--- config.mk ---
export PLATFORM = sky130hd
export DESIGN_NAME = dmx_pkt_tx
export DESIGN_NICKNAME = d
export VERILOG_FILES = /design/src/rtl/dmx_pkt_tx.sv
export SDC_FILE = /design/constraint.sdc
export NUM_CORES = 2
export LEC_CHECK = 0
export ABC_CLOCK_PERIOD_IN_PS = 5500
export BUFFER_PORTS_ARGS = -buffer_cell sky130_fd_sc_hd__buf_2
export CAP_MARGIN = 20
export CORE_UTILIZATION = 40
export DETAILED_ROUTE_END_ITERATION = 10
export GPL_TIMING_DRIVEN = 0
export MAX_ROUTING_LAYER = met4
export SETUP_SLACK_MARGIN = 0.5
export SLEW_MARGIN = 20
export SYNTH_ARGS = -nofsm -noshare
export SYNTH_HDL_FRONTEND = slang
export SYNTH_SLANG_ARGS = --single-unit
--- constraint.sdc ---
create_clock -name clk -period 5.5 [get_ports clk]
set_clock_uncertainty 0.2 [all_clocks]
set_input_delay 0.55 -clock clk [delete_from_list [all_inputs] [get_ports clk]]
set_output_delay 0.55 -clock clk [all_outputs]
set_load 0.03 [all_outputs]
--- src/rtl/dmx_pkt_tx.sv ---
module dmx_pkt_tx #(
  parameter int CLK_HZ      = 16_000_000,
  parameter int BAUD        = 250_000,
  parameter int BREAK_US    = 88,
  parameter int MAB_US      = 8,
  parameter int TOTAL_SLOTS = 258,
  parameter int IDX_W       = $clog2(TOTAL_SLOTS + 1)
) (
  input  logic             clk,
  input  logic             rst,
  input  logic             start,
  input  logic [IDX_W-1:0] slot_count,
  input  logic             wr_en,
  input  logic [IDX_W-1:0] wr_addr,
  input  logic [7:0]       wr_data,
  output logic             busy,
  output logic             done,
  output logic             tx
);
  localparam int CYC_PER_US = CLK_HZ / 1_000_000;
  localparam int BIT_CYC    = CLK_HZ / BAUD;
  localparam int BREAK_CYC  = CYC_PER_US * BREAK_US;
  localparam int MAB_CYC    = CYC_PER_US * MAB_US;
  localparam int MAX_A      = (BREAK_CYC > MAB_CYC) ? BREAK_CYC : MAB_CYC;
  localparam int MAX_CYC    = (MAX_A > BIT_CYC) ? MAX_A : BIT_CYC;
  localparam int CW         = $clog2(MAX_CYC + 1);
  localparam int LAST_BIT   = 10;

  typedef enum logic [1:0] {S_IDLE, S_BRK, S_MAB, S_DATA} st_t;

  st_t              st;
  logic [CW-1:0]    cnt;
  logic [3:0]       bit_idx;
  logic [IDX_W-1:0] slot;
  logic [IDX_W-1:0] n_lat;
  logic [7:0]       mem [TOTAL_SLOTS];
  logic [7:0]       cur;
  logic             data_bit;
  logic             bit_end;

  assign busy     = (st != S_IDLE);
  assign cur      = (slot < n_lat) ? mem[slot] : 8'h00;
  assign data_bit = cur[bit_idx[2:0] - 3'd1];
  assign bit_end  = (cnt == CW'(BIT_CYC - 1));
  assign tx = (st == S_BRK)  ? 1'b0 :
              (st != S_DATA) ? 1'b1 :
              (bit_idx == 4'd0) ? 1'b0 :
              (bit_idx > 4'd8)  ? 1'b1 : data_bit;

  always_ff @(posedge clk) begin
    if (wr_en && !busy && (wr_addr < IDX_W'(TOTAL_SLOTS)))
      mem[wr_addr] <= wr_data;
  end

  always_ff @(posedge clk) begin
    if (rst) begin
      st      <= S_IDLE;
      cnt     <= '0;
      bit_idx <= '0;
      slot    <= '0;
      n_lat   <= '0;
      done    <= 1'b0;
    end else begin
      done <= 1'b0;
      case (st)
        S_IDLE: if (start) begin
          st    <= S_BRK;
          cnt   <= '0;
          n_lat <= (slot_count > IDX_W'(TOTAL_SLOTS)) ? IDX_W'(TOTAL_SLOTS) : slot_count;
        end
        S_BRK: if (cnt == CW'(BREAK_CYC - 1)) begin
          st  <= S_MAB;
          cnt <= '0;
        end else cnt <= cnt + 1'b1;
        S_MAB: if (cnt == CW'(MAB_CYC - 1)) begin
          st      <= S_DATA;
          cnt     <= '0;
          bit_idx <= '0;
          slot    <= '0;
        end else cnt <= cnt + 1'b1;
        default: if (bit_end) begin
          cnt <= '0;
          if (bit_idx == 4'(LAST_BIT)) begin
            bit_idx <= '0;
            if (slot == IDX_W'(TOTAL_SLOTS - 1)) begin
              st   <= S_IDLE;
              done <= 1'b1;
            end else slot <= slot + 1'b1;
          end else bit_idx <= bit_idx + 1'b1;
        end else cnt <= cnt + 1'b1;
      endcase
    end
  end


  break_low_chk: assert property (@(posedge clk) disable iff (rst)
    $rose(busy) |-> !tx);

  mark_high_chk: assert property (@(posedge clk) disable iff (rst)
    (st == S_MAB) |-> tx);

  slot_bound_chk: assert property (@(posedge clk) disable iff (rst)
    (st == S_DATA) |-> (slot < IDX_W'(TOTAL_SLOTS)));

  pad_zero_chk: assert property (@(posedge clk) disable iff (rst)
    ((st == S_DATA) && (slot >= n_lat) && (bit_idx <= 4'd8)) |-> !tx);

  done_at_end_chk: assert property (@(posedge clk) disable iff (rst)
    $fell(busy) |-> done);

  start_ignored_chk: assert property (@(posedge clk) disable iff (rst)
    (start && (st == S_BRK)) |=> (st != S_IDLE));
endmodule

==> results.txt <==
Die Wd: 457 um
Dpl hpwl: 211000 um
Critical path endpoint: tx
Area delta synth->final: 19.1%
Fin Setup TNS: -0.212 ns
Critical Path Sink Type: output pin
ANT nets after route: 0
Post-synth EDFFs: 2064
Status: complete, but fails checks
Worst slack at placement: -1.91 ns
Clock Path Buffers: 3
Synth Warn #: 0
Reg-to-Reg End: mem[10][2]$_DFFE_PP_
Share of cells above drive strength 1: 28.9%
Routed len/inst: 43.7 um
CP startpoint kind: register
Top post-synthesis cells by area: edfxtp_1, mux4_2, mux2i_1, nor2_1, dfxtp_1
P_leak: 30.0 nW
Min Tclk post-route: 5.71 ns
# setup viols final: 1
Finished Layout Cells: 7390
Final hold violation count: 0
Share of the synthesized area in the top cell type: 74.9%
Die Y-Extent: 457 um
HP Class: in -> reg
Register area share after synthesis: 76.0%
Syn_nets: 4113
Main flop type after synthesis: edfxtp_1
Largest net degree at the start of global routing: 133
Core area: 0.205 mm^2
Initial antenna violation count: 25
CTS Root Cell: clkbuf_16
Worst rel slew slack: 14.3%
Final WL: 323000 um
Boundary pin count: 33
Crit path kind: reg -> out
CTS tree: yes
DR iter-0 viols: 8937
Total global routing overflow: 0
Synth Instances: 4063
Tot GR Track Use: 31.5%
Final period util: 104%
First-pass GRT wire length: 419000 um
Post-synthesis async set-or-reset flop share: 0%
Hold path cells: 4
Max Fclk: 175 MHz
R2R setup slack: 0.77 ns
Final design utilization: 48.1%
Avg Vias per Cell: 6.56
Setup WS post-layout: -0.212 ns
Avg Cell Area, Syn: 20.4 um^2
R2R cell count: 8
Port-buffer cells: 31
Most common cell after layout, fill and taps aside: edfxtp_1
Synthesized area: 0.0827 mm^2
Failing checks: negative setup slack
Total of max-cap violations: 0
Clock latency on the worst-skew pair: 0.88 ns
Pwr/cell area: 335 mW/mm^2
Unrepaired setup endpoints after global routing: true
DRC: 0
Via Count: 48500
Most frequent cells in the layout: edfxtp_1, mux4_2, nor2_1, clkbuf_16, mux2i_1
Number of global-route vias before repair: 44700
Clock transition at path regs: 0.07 ns
CTS Sinks: 2109
Placed cells: 6835
Peak fanout along the critical path: 10
CP required: 4.75 ns
Worst-case vdd ir drop: 0.324 mV
Total Power: 33.0 mW
Reg-to-reg startpoint: st[0]$_SDFFE_PP0P_
Rows: 166
H-tree levels: 4
Post-synth top area cell: edfxtp_1
Starting Density: 40.4%
Initial DRT Pass Iterations: 8
WP data arrival: 4.96 ns
Final net count: 4565
Worst-Margin Slew: 1.29 ns
Die ar.: 0.209 mm^2
Slew Viols, Final: 0
Final GP Congestion: 1.01
Register bit total from synthesis: 2109
Library cells used by synthesis: 66
TritonCTS Buffers: 211
==> kinds of logic after synthesis <==
kind of cell / synth area share (%)
DFF: 76.0
muxes: 15.3
and+or+nand+nor: 3.43
AOI/OAI and AO/OA: 3.00
buffers and inverters: 1.80
adders and majority gates: 0.303
xor gates and xnor gates: 0.169
==> sequential cells by signal, indices dropped and copies added, names as in the netlist, named ones only <==
name,count
bit_idx,4
cnt,11
done,1
mem,2064
n_lat,9
slot,9
st,2
==> worst min path at each step <==
| stage | slack (ns) | from | endpoint |
|---|---|---|---|
| after global placement | 0.28 | n_lat[2]$_SDFFE_PP0P_ | n_lat[2]$_SDFFE_PP0P_ |
| after CTS | 0.04 | wr_addr[7] | mem[257][4]$_DFFE_PP_ |
| after global routing | 0.11 | wr_addr[6] | mem[257][4]$_DFFE_PP_ |
| final | 0.10 | wr_addr[7] | mem[257][4]$_DFFE_PP_ |
| after detailed placement | 0.28 | n_lat[8]$_SDFFE_PP0P_ | n_lat[8]$_SDFFE_PP0P_ |
| after floorplan | 0.24 | n_lat[8]$_SDFFE_PP0P_ | n_lat[8]$_SDFFE_PP0P_ |
==> critical path, stage by stage (launching register included) <==
cell	delay, ns
dfxtp_1	0.34
buf_8	0.20
nand2b_1	0.18
buf_4	0.28
buf_2	0.51
buf_4	0.45
o221ai_1	0.22
a21oi_1	0.28
nor4_2	0.12
nor3_4	0.49
a21oi_2	0.11
a31oi_2	0.25
o22ai_2	0.11
a41o_4	0.33
buf_6	0.16
==> layout make-up <==
cell class / instances / area [um^2]
Clock buffer: 263 / 5550
Clock inverter: 118 / 1270
Tap cell: 2688 / 3360
Sequential cell: 2109 / 62900
Inverter: 27 / 118
Multi-Input combinational cell: 1694 / 19000
Timing Repair Buffer: 239 / 3200
Fill cell: 16600 / 106000
Buffer: 233 / 3060
Antenna cell: 19 / 47.5
==> cells in the mapped netlist, drive strengths merged (4+ instances only) <==
master	instances
a21o	6
nor2b	21
nand3b	4
a22oi	64
or3	5
a22o	11
dfxtp	45
xnor2	5
a221oi	11
edfxtp	2064
nor3b	6
o211ai	13
o221ai	41
a311oi	4
a21oi	86
a211oi	20
clkbuf	98
buf	134
ha	20
inv	26
nand2	109
mux2i	162
nor2	344
o22ai	29
mux4	479
a2111oi	11
a31oi	8
nand3	44
nor4	17
mux2	18
nand2b	12
o21ai	30
nor3	31
nand4	20
and2	7
xor2	11
and3	5
==> layer usage <==
layer / track usage, % / share of wire (%) / up-vias
met5: - / 0 / -
met4: 17.6 / 6.9 / 0
met3: 10.1 / 14 / 887
met2: 44.2 / 43 / 3996
met1: 40.4 / 36 / 25800
li1: - / - / 17800
==> report_power, final <==
group	switching, mW	internal, mW	leakage, nW
clock network	6.40	8.14	3.32
logic	0.586	0.170	7.77
registers	0.0198	17.7	18.9
total	7.01	26.0	30.0
==> what timing repair did <==
action                     4_1_cts  5_1_grt
gates cloned                     4        0
gates resized for setup        493       37
pin swaps                       25       15
hold buffers                    23        0
hold endpoints to repair       425        0
setup endpoints to repair        1        1
setup buffers                  115       11
==> stage by stage <==
stage | hold WS [ns] | instance area (um^2)
2_1_floorplan | 0.236 | 82700
3_3_place_gp | 0.281 | 86200
3_5_place_dp | 0.279 | 87800
4_1_cts | 0.0433 | 98200
5_1_grt | 0.114 | 98500
6_report | 0.103 | 98500
No activity file was read; power rests on OpenSTA's default activity.
